## config.mk

```make
export PLATFORM = sky130hd
export DESIGN_NAME = radio_state_ctrl
export DESIGN_NICKNAME = d
export VERILOG_FILES = /design/src/rtl/rsc_pkg.sv /design/src/rtl/rsc_power.sv /design/src/rtl/rsc_irq.sv /design/src/rtl/rsc_clkgate.sv /design/src/rtl/radio_state_ctrl.sv
export SDC_FILE = /design/constraint.sdc
export NUM_CORES = 1
export LEC_CHECK = 0
export BUFFER_PORTS_ARGS = -buffer_cell sky130_fd_sc_hd__buf_4
export CORE_MARGIN = 3
export CORE_UTILIZATION = 35
export CTS_CLUSTER_DIAMETER = 150
export CTS_CLUSTER_SIZE = 12
export DETAILED_ROUTE_END_ITERATION = 7
export PLACE_DENSITY_LB_ADDON = 0.08
export SETUP_SLACK_MARGIN = 0.5
export SLEW_MARGIN = 40
export SYNTH_ARGS = -nofsm -noshare
export SYNTH_HDL_FRONTEND = slang
export SYNTH_SLANG_ARGS = --single-unit
```

## constraint.sdc

```tcl
create_clock -name clk -period 1.55 [get_ports clk]
set_input_delay 0 -clock clk [delete_from_list [all_inputs] [get_ports clk]]
set_output_delay 0 -clock clk [all_outputs]
set_load 0.05 [all_outputs]
```

## src/rtl/rsc_pkg.sv

```systemverilog
package rsc_pkg;
  typedef enum logic [4:0] {
    ST_OFF    = 5'h08,
    ST_REG    = 5'h1F,
    ST_PLL    = 5'h09,
    ST_LISTEN = 5'h06,
    ST_BUSY   = 5'h01,
    ST_NOCLK  = 5'h1C
  } rsc_state_e;

  localparam logic [4:0] CMD_GO_OFF = 5'h08;
  localparam logic [4:0] CMD_GO_PLL = 5'h09;
  localparam logic [4:0] CMD_GO_RX  = 5'h06;

  localparam int IRQ_W       = 3;
  localparam int IRQ_LOCK    = 0;
  localparam int IRQ_RXSTART = 1;
  localparam int IRQ_END     = 2;
endpackage

```

## src/rtl/rsc_power.sv

```systemverilog
module rsc_power
  import rsc_pkg::*;
(
  input  logic       clk,
  input  logic       rst_n,
  input  rsc_state_e state,
  input  logic       reg_hold_on,
  input  logic       reg_settled,
  input  logic       pll_locked,
  output logic       reg_en,
  output logic       pll_en,
  output logic       lock_evt
);
  logic lock_q;

  assign reg_en = reg_hold_on || (state != ST_OFF);
  assign pll_en = (state == ST_PLL) || (state == ST_LISTEN) ||
                  (state == ST_BUSY) || (state == ST_NOCLK);

  always_ff @(posedge clk or negedge rst_n) begin
    if (!rst_n) lock_q <= 1'b0;
    else        lock_q <= pll_locked;
  end

  assign lock_evt = pll_en && pll_locked && !lock_q;

  // synthesizer only starts after the regulator reported settled
  p_pll_after_reg_r2: assert property (@(posedge clk) disable iff (!rst_n)
    $rose(pll_en) |-> $past(reg_settled));

  // synthesizer never runs without the regulator
  p_pll_needs_reg_r2: assert property (@(posedge clk) disable iff (!rst_n)
    pll_en |-> reg_en);
endmodule

```

## src/rtl/rsc_irq.sv

```systemverilog
module rsc_irq #(
  parameter int W = 3
) (
  input  logic         clk,
  input  logic         rst_n,
  input  logic [W-1:0] evt,
  input  logic [W-1:0] mask,
  input  logic         rd,
  output logic [W-1:0] pulse,
  output logic [W-1:0] sticky
);
  logic [W-1:0] hit;
  assign hit = evt & mask;

  always_ff @(posedge clk or negedge rst_n) begin
    if (!rst_n) begin
      pulse  <= '0;
      sticky <= '0;
    end else begin
      pulse  <= hit;
      sticky <= (rd ? '0 : sticky) | hit;
    end
  end

  // a pulse only appears on an enabled line
  p_pulse_masked_r3: assert property (@(posedge clk) disable iff (!rst_n)
    (pulse & ~$past(mask)) == '0);

  // without a read, set bits stay set
  p_sticky_hold_r11: assert property (@(posedge clk) disable iff (!rst_n)
    !rd |=> ((sticky & $past(sticky)) == $past(sticky)));

  // every pulse is mirrored in the sticky register
  p_sticky_catch_r11: assert property (@(posedge clk) disable iff (!rst_n)
    (pulse & ~sticky) == '0);
endmodule

```

## src/rtl/rsc_clkgate.sv

```systemverilog
module rsc_clkgate #(
  parameter int DLY = 35
) (
  input  logic clk,
  input  logic rst_n,
  input  logic start,
  input  logic run,
  input  logic in_noclk,
  output logic clkm_en
);
  localparam int CW = $clog2(DLY + 1);
  localparam logic [CW-1:0] LIMIT = CW'(DLY);

  logic [CW-1:0] cnt;
  logic          off;

  always_ff @(posedge clk or negedge rst_n) begin
    if (!rst_n) begin
      cnt <= '0;
      off <= 1'b0;
    end else if (!run) begin
      cnt <= '0;
      off <= 1'b0;
    end else if (start) begin
      cnt <= CW'(1);
      off <= 1'b0;
    end else if (cnt == LIMIT) begin
      off <= 1'b1;
    end else begin
      cnt <= cnt + CW'(1);
    end
  end

  assign clkm_en = !off;

  // the output clock is only ever stopped in the clockless state
  p_clk_off_noclk_r10: assert property (@(posedge clk) disable iff (!rst_n)
    !clkm_en |-> in_noclk);
endmodule

```

## src/rtl/radio_state_ctrl.sv

```systemverilog
module radio_state_ctrl
  import rsc_pkg::*;
#(
  parameter int DATA_W  = 8,
  parameter int PHR_W   = 7,
  parameter int CLK_DLY = 35
) (
  input  logic              clk,
  input  logic              rst_n,
  input  logic              cmd_valid,
  input  logic [4:0]        cmd_code,
  input  logic              reg_hold_on,
  input  logic              slp_tr,
  input  logic              reg_settled,
  input  logic              pll_locked,
  input  logic              shr_det,
  input  logic              phr_valid,
  input  logic [PHR_W-1:0]  phr_len,
  input  logic              rx_valid,
  output logic              rx_ready,
  input  logic [DATA_W-1:0] rx_data,
  input  logic              rx_last,
  input  logic              fcs_ok,
  output logic              fb_valid,
  input  logic              fb_ready,
  output logic [DATA_W-1:0] fb_data,
  input  logic [IRQ_W-1:0]  irq_mask,
  input  logic              irq_rd,
  output logic [4:0]        status,
  output logic              reg_en,
  output logic              pll_en,
  output logic [IRQ_W-1:0]  irq_pulse,
  output logic [IRQ_W-1:0]  irq_status,
  output logic              crc_valid,
  output logic              clkm_en
);
  rsc_state_e       state, state_d;
  logic             slp_q;
  logic             slp_rise;
  logic             busy;
  logic             rx_fire;
  logic             lock_evt;
  logic [IRQ_W-1:0] evt;

  assign busy     = (state == ST_BUSY);
  assign slp_rise = slp_tr && !slp_q;

  // payload stream: pass-through during busy-receive only
  assign rx_ready = busy && fb_ready;
  assign fb_valid = busy && rx_valid;
  assign fb_data  = rx_data;
  assign rx_fire  = rx_valid && rx_ready;

  always_comb begin
    state_d = state;
    case (state)
      ST_OFF:
        if (cmd_valid && cmd_code == CMD_GO_PLL)
          state_d = (reg_hold_on && reg_settled) ? ST_PLL : ST_REG;
      ST_REG:
        if (reg_settled) state_d = ST_PLL;
      ST_PLL:
        if (cmd_valid && cmd_code == CMD_GO_RX)       state_d = ST_LISTEN;
        else if (cmd_valid && cmd_code == CMD_GO_OFF) state_d = ST_OFF;
      ST_LISTEN:
        if (cmd_valid && cmd_code == CMD_GO_PLL)      state_d = ST_PLL;
        else if (cmd_valid && cmd_code == CMD_GO_OFF) state_d = ST_OFF;
        else if (slp_rise)                            state_d = ST_NOCLK;
        else if (shr_det && pll_locked)               state_d = ST_BUSY;
      ST_BUSY:
        if (rx_fire && rx_last) state_d = ST_LISTEN;
      ST_NOCLK:
        if (!slp_tr) state_d = ST_LISTEN;
      default: state_d = ST_OFF;
    endcase
  end

  always_ff @(posedge clk or negedge rst_n) begin
    if (!rst_n) begin
      state     <= ST_OFF;
      slp_q     <= 1'b0;
      crc_valid <= 1'b0;
    end else begin
      state <= state_d;
      slp_q <= slp_tr;
      if (rx_fire && rx_last) crc_valid <= fcs_ok;
    end
  end

  assign status = state;

  always_comb begin
    evt              = '0;
    evt[IRQ_LOCK]    = lock_evt;
    evt[IRQ_RXSTART] = busy && phr_valid && (phr_len != '0);
    evt[IRQ_END]     = rx_fire && rx_last;
  end

  rsc_power u_power (
    .clk        (clk),
    .rst_n      (rst_n),
    .state      (state),
    .reg_hold_on(reg_hold_on),
    .reg_settled(reg_settled),
    .pll_locked (pll_locked),
    .reg_en     (reg_en),
    .pll_en     (pll_en),
    .lock_evt   (lock_evt)
  );

  rsc_irq #(.W(IRQ_W)) u_irq (
    .clk   (clk),
    .rst_n (rst_n),
    .evt   (evt),
    .mask  (irq_mask),
    .rd    (irq_rd),
    .pulse (irq_pulse),
    .sticky(irq_status)
  );

  rsc_clkgate #(.DLY(CLK_DLY)) u_clkgate (
    .clk     (clk),
    .rst_n   (rst_n),
    .start   ((state == ST_LISTEN) && (state_d == ST_NOCLK)),
    .run     (state_d == ST_NOCLK),
    .in_noclk(state == ST_NOCLK),
    .clkm_en (clkm_en)
  );

  // busy-receive is only reached while the synthesizer is locked
  p_sync_needs_lock_r5: assert property (@(posedge clk) disable iff (!rst_n)
    (status == ST_BUSY && $past(status) != ST_BUSY) |-> $past(pll_locked));

  // the final accepted byte brings the block back to listen
  p_end_to_listen_r8: assert property (@(posedge clk) disable iff (!rst_n)
    (rx_valid && rx_ready && rx_last) |=> (status == ST_LISTEN));

  // listen is held when nothing asks to leave it
  p_listen_holds_r9: assert property (@(posedge clk) disable iff (!rst_n)
    (status == ST_LISTEN && !cmd_valid && !shr_det && !slp_tr)
      |=> (status == ST_LISTEN));

  // frame buffer writes occur only during busy-receive
  p_fb_busy_only_r7: assert property (@(posedge clk) disable iff (!rst_n)
    (fb_valid && fb_ready) |-> (status == ST_BUSY));
endmodule

```

After elaboration in Yosys (flattened, before gate mapping)
Cells that the tools add are included.
- bitwise logic cells: 2
- muxes and demuxes: 19
- eq/ne operators: 14
- reduce and logical (&&, ||, !) cells: 23
- add/subtract/negate cells: 1
- operators with widths (kind ; count):
    5-bit 2-to-1 mux ; 11
    5-bit one-hot mux with 6 select lines ; 1
    5-bit by 4-bit == test with 1-bit output (second input constant) ; 4
    6-bit 2-to-1 mux ; 3
    5-bit == test (second input constant) ; 3
    1-bit logical AND ; 15
    5-bit by 3-bit == test with 1-bit output (second input constant) ; 2
    7-bit nonzero test ; 1
    6-bit by 1-bit adder with 6-bit output (second input constant) ; 1
    6-bit == test (second input constant) ; 1
    3-bit by 2-bit inequality test with 1-bit output (second input constant) ; 2
    5-bit by 1-bit == test with 1-bit output (second input constant) ; 1
    5-bit by 4-bit inequality test with 1-bit output (second input constant) ; 1
    1-bit logical OR ; 4
    3-bit AND ; 1
    1-bit logical NOT ; 3
    1-bit 2-to-1 mux ; 3
    3-bit 2-to-1 mux ; 1
    3-bit bitwise OR ; 1
- flip-flop bits (word level): 21
- input port bits: 37
- output and inout bits: 25
- logic and storage cells: 67

Logic depth before layout (Yosys ltp)
- word-level depth: 10
- gate-level depth with buffers: 5
- gate-level depth less buffers: 4

By module
From an unflattened synthesis, not the netlist that was laid out.
- cell total of the unflattened synthesis: 141
- area total of the unflattened synthesis: 1320.0 um^2
- modules (own cells, without submodules) (module ; area each (um^2) ; instances ; sequential area each (um^2) ; cells each):
    radio_state_ctrl ; 661.9 ; 1 ; 176.4 ; 81
    rsc_clkgate ; 362.8 ; 1 ; 175.2 ; 36
    rsc_irq ; 202.7 ; 1 ; 150.1 ; 13
    rsc_power ; 92.6 ; 1 ; 25.0 ; 11

Worst setup path before layout
Ideal clock, no wire load.
- path type: register to register
- start point: register state[2], in the netlist status[2]
- end point: register u_irq.pulse[0]
- cell stages (with the launch flop): 5
- path buffers: 0
- period minus slack after synthesis: 2637 ps
- arrival time: 2564 ps
- required time: 1477 ps
- setup time: 73 ps
- setup slack: -1087 ps
- cell sequence: dfrtp_1 nor2b_1 a32oi_1 o21ai_0 and2_1
- longest elaborated chain between the ends: 7
- elaborated cells between the ends (all ways): 10
- classes of those cells: 4 x eq/ne; 1 x bitwise; 5 x reduce/logical
- ends and longest elaborated chain (what ; RTL line ; text):
    from (decl) ; radio_state_ctrl.sv:37 ; rsc_state_e state, state_d;
    from (signal assigned) ; radio_state_ctrl.sv:84 ; state <= state_d;
    5-bit by 4-bit == test with 1-bit output or 5-bit by 3-bit == test with 1-bit output (tied branches) ; rsc_power.sv:17 ; assign pll_en = (state == ST_PLL) || (state == ST_LISTEN) ||
    1-bit logical OR (2 in series) ; rsc_power.sv:17 ;
    1-bit logical OR (*) ; rsc_power.sv:18 ; (state == ST_BUSY) || (state == ST_NOCLK);
    named net pll_en ; radio_state_ctrl.sv:31 ; output logic pll_en,
    1-bit logical AND (*) (2 in series) ; rsc_power.sv:25 ; assign lock_evt = pll_en && pll_locked && !lock_q;
    3-bit AND (*) ; rsc_irq.sv:13 ; assign hit = evt & mask;
    named net u_irq.hit[0] ; rsc_irq.sv:12 ; logic [W-1:0] hit;
    to (signal assigned) ; rsc_irq.sv:20 ; pulse <= hit;
    to (decl) ; rsc_irq.sv:9 ; output logic [W-1:0] pulse,
The timed path passes the listed nets; every way through them passes the cells marked *.
A chain may end at the register's enable or synchronous reset.

Worst setup path after layout
- start point: register state[3], in the netlist status[3]
- end point: output port reg_en
- longest elaborated chain between the ends: 2
- ends and longest elaborated chain (what ; RTL line ; text):
    5-bit by 4-bit inequality test with 1-bit output ; rsc_power.sv:16 ; assign reg_en = reg_hold_on || (state != ST_OFF);
    1-bit logical OR ; rsc_power.sv:16 ;
    to (decl) ; radio_state_ctrl.sv:30 ; output logic reg_en,
Every way passes these cells.

==> flow_summary.ini <==
[synthesis]
synthArstFlopShare_pct = 100
synth_compound_area_share_pct = 12.6
synth-main-ff-cell = dfrtp_1
synthMuxAreaShare_pct = 2.61
syn_area_mm2 = 0.00120
synthDistinctLibCells = 41
synth_top_area_share_pct = 41.7
synthSimpleGateAreaFrac_pct = 29.6
synthXorXnorAreaFrac_pct = 3.65
synth_top_family_by_area = simple AND/OR/NAND/NOR gates
syn_inst = 126
syn_area_per_cell_um2 = 9.52
synth_top_area_cell = dfrtp_1
synth_edf_count = 0
synth_fa_ha_area_share_pct = 1.04
synth_nets = 164
synth_area_leaders = dfrtp_1 (42%), buf_4 (5.0%), nor2_1 (4.4%)
ys.warnings.count = 0
synth_seq_cells = 21
yosysSeqAreaShare_pct = 43.9

[die]
coreArea_mm2 = 0.00315
ios = 62
die_w_um = 64.6
row_count = 20
start_util_pct = 38.1
die_area_mm2 = 0.00417
die_height_um = 64.6

[power_and_ir_drop]
switching_power_mw = 0.740
netSwitchingFraction_pct = 38.8
power_density_mw_per_mm2 = 946
power_mw = 1.91
power_frac_clock_pct = 14.0
combPwrFrac_pct = 52.5
p_seq_share_pct = 33.6
p_leak_nw = 0.937
p_int_mw = 1.16
ir_worst_vdd_mv = 0.675

[grt]
grt_max_degree = 22
grt_antenna_before_repair = 1
gr-total-overflow = 0
grt_pass1_vias = 1276
grtUsageTotal_pct = 18.3
grt_pass1_wl_mm = 5.99

[layout]
multi_input_area_um2 = 726
final_nets = 231
fillCellCount = 254
post-route-util_pct = 63.8
syn2layout_area_growth_pct = 67.8
fin_cells = 237
seq_area_um2 = 536
drive_gt1_share_pct = 51.0

[placed_design]
port_buffers = 45
placed_cells = 212
hpwl_mm = 2.68
pre_cts_ws_ns = -0.125
gp_congestion = 0.902

[routing]
vias = 1211
drc = 0
wirelength_mm = 3.72
drt_pre_antenna_iters = 4
drtAntennaViolNets = 0
routedWlPerCell_um = 15.7
drtIter0Drc = 28
viasPerCell = 5.11

[status]
outcome = finished, violations left
violations = negative setup slack

[sta]
setup_viol = 13
slew_viol_final = 0
post-route-min-period_ns = 1.85
worst_hold_slack_ns = 0.0000140
layout_worst_path_cycle_share_pct = 120
fin_skew_ns = 0.000670
finalHoldViolCount = 0
tightestPinTransition_ns = 0.351
rsz0062_at_grt = yes
max_freq_mhz = 539
timing.slew.headroom_pct = 76.6
fin_ws_ns = -0.304

[clock_tree]
cts_tree = built
clk_latency_ns = 0.31
clockBufferDepth = 2
htree_levels = 1
cts_root_buffer = clkbuf_4
cts_sinks = 21
cts.clk_slew.worst_paths_ns = 0.11
cts_buffers = 3

[worst_hold_path]
worst_hold_path_type = input port to primary output

[setup_path]
worstPathMaxFanout = 2
worst-endpoint-arrival_ns = 1.85
path_class = register to primary output
cp-end-kind = primary output
cp-start-kind = register
worstPathRequired_ns = 1.55

[run]
maxCapViolCount = 0
-- path summary, 6_finish.rpt --
check                           cells past startpoint  slack, ns              end             from
worst max-delay path                                3      -0.30           reg_en        status[3]
worst min-delay path                                0    0.00001       fb_data[2]       rx_data[2]
worst max register to register                      6      -0.27        status[2]        status[3]
worst min register to register                      1       0.50  u_irq.sticky[2]  u_irq.sticky[2]
max in group asynchronous                           2       1.15        status[3]            rst_n
min in group asynchronous                           2       0.12   u_irq.pulse[1]            rst_n
-- worst max-delay path, stage by stage, from the launching register on --
cell     delay (ns)
dfstp_4        0.63
or3b_4         0.39
or3_4          0.37
buf_6          0.16
-- cells in the mapped netlist (all sizes together) (3+ instances only) --
cell / instances
a21o: 4
a21oi: 6
and2: 4
and3: 4
buf: 8
dfrtp: 20
inv: 3
nand2: 10
nand3: 8
nor2: 14
nor2b: 3
nor3: 3
nor4: 3
or2: 3
xor2: 3
-- power by group through the flow --
stage          Clock (mW)  Combinational, mW  Sequential, mW
6_report            0.266              0.999           0.639
3_5_place_dp            0              0.694           0.653
4_1_cts             0.279              0.920           0.643
5_1_grt             0.316               1.05           0.644
3_3_place_gp            0              0.686           0.652
2_1_floorplan           0              0.338           0.807
-- placed cells by master (no fill, tap or decap), types with 2 or more instances in the layout --
cell and n:
a21o_1 4, a21oi_1 6, and2_4 4, and3_1 3, buf_4 44, buf_6 13
buf_8 6, clkbuf_4 3, dfrtp_1 16, dfrtp_2 4, dlygate4sd3_1 9, inv_1 3
mux2i_1 2, nand2_1 10, nand3_1 6, nor2_1 13, nor2b_1 2, nor4_4 2
o211ai_1 2, or2_2 2, xnor2_1 2, xor2_1 3
-- cell type report --
cell class / instances / share of cell area [%]
antenna: 1 / 0.124
clock buffer: 4 / 1.31
inverter: 3 / 0.559
multi-input combinational: 92 / 36.0
timing repair buffer: 72 / 32.6
sequential: 21 / 26.6
tap: 44 / 2.73
-- cells by family (layout without fill, tap and decap cells) --
group           after synthesis  after routing
compound gates               22             22
xor+xnor                      5              5
fa+ha+maj                     1              1
buf+inv                      13             79
flops                        21             21
mux                           3              3
other cells                   0              1
simple gates                 61             61
-- flip-flops by register name (all words and copies together), names as in the netlist --
| name | count |
|---|---|
| u_irq.pulse | 3 |
| u_power.lock_q | 1 |
| u_irq.sticky | 3 |
| slp_q | 1 |
| u_clkgate.off | 1 |
| u_clkgate.cnt | 6 |
| status | 5 |
| crc_valid | 1 |
-- metal layers --
layer	GRT usage [%]	wire (µm)	vias to the layer above
li1	-	-	580
met1	23.0	1470	563
met2	32.0	1890	54
met3	3.12	266	14
met4	5.54	86	0
met5	0	0	-
-- stage by stage --
stage,TNS (ns),area [µm²]
4_1_cts,-1.48,1930
2_1_floorplan,-0.770,1240
5_1_grt,-2.58,2010
3_3_place_gp,-0.148,1620
3_5_place_dp,-0.397,1620
6_report,-1.66,2010
-- what timing repair did --
action                                  in CTS  in global routing
gates resized for setup                     34                 12
pin swaps                                   11                  4
hold buffers                                 9                  0
endpoints found under the hold margin       34                  0
buffers inserted                             6                  5
endpoints found under the setup margin      26                 27
Note: power is estimated with default switching activity, not from simulation.
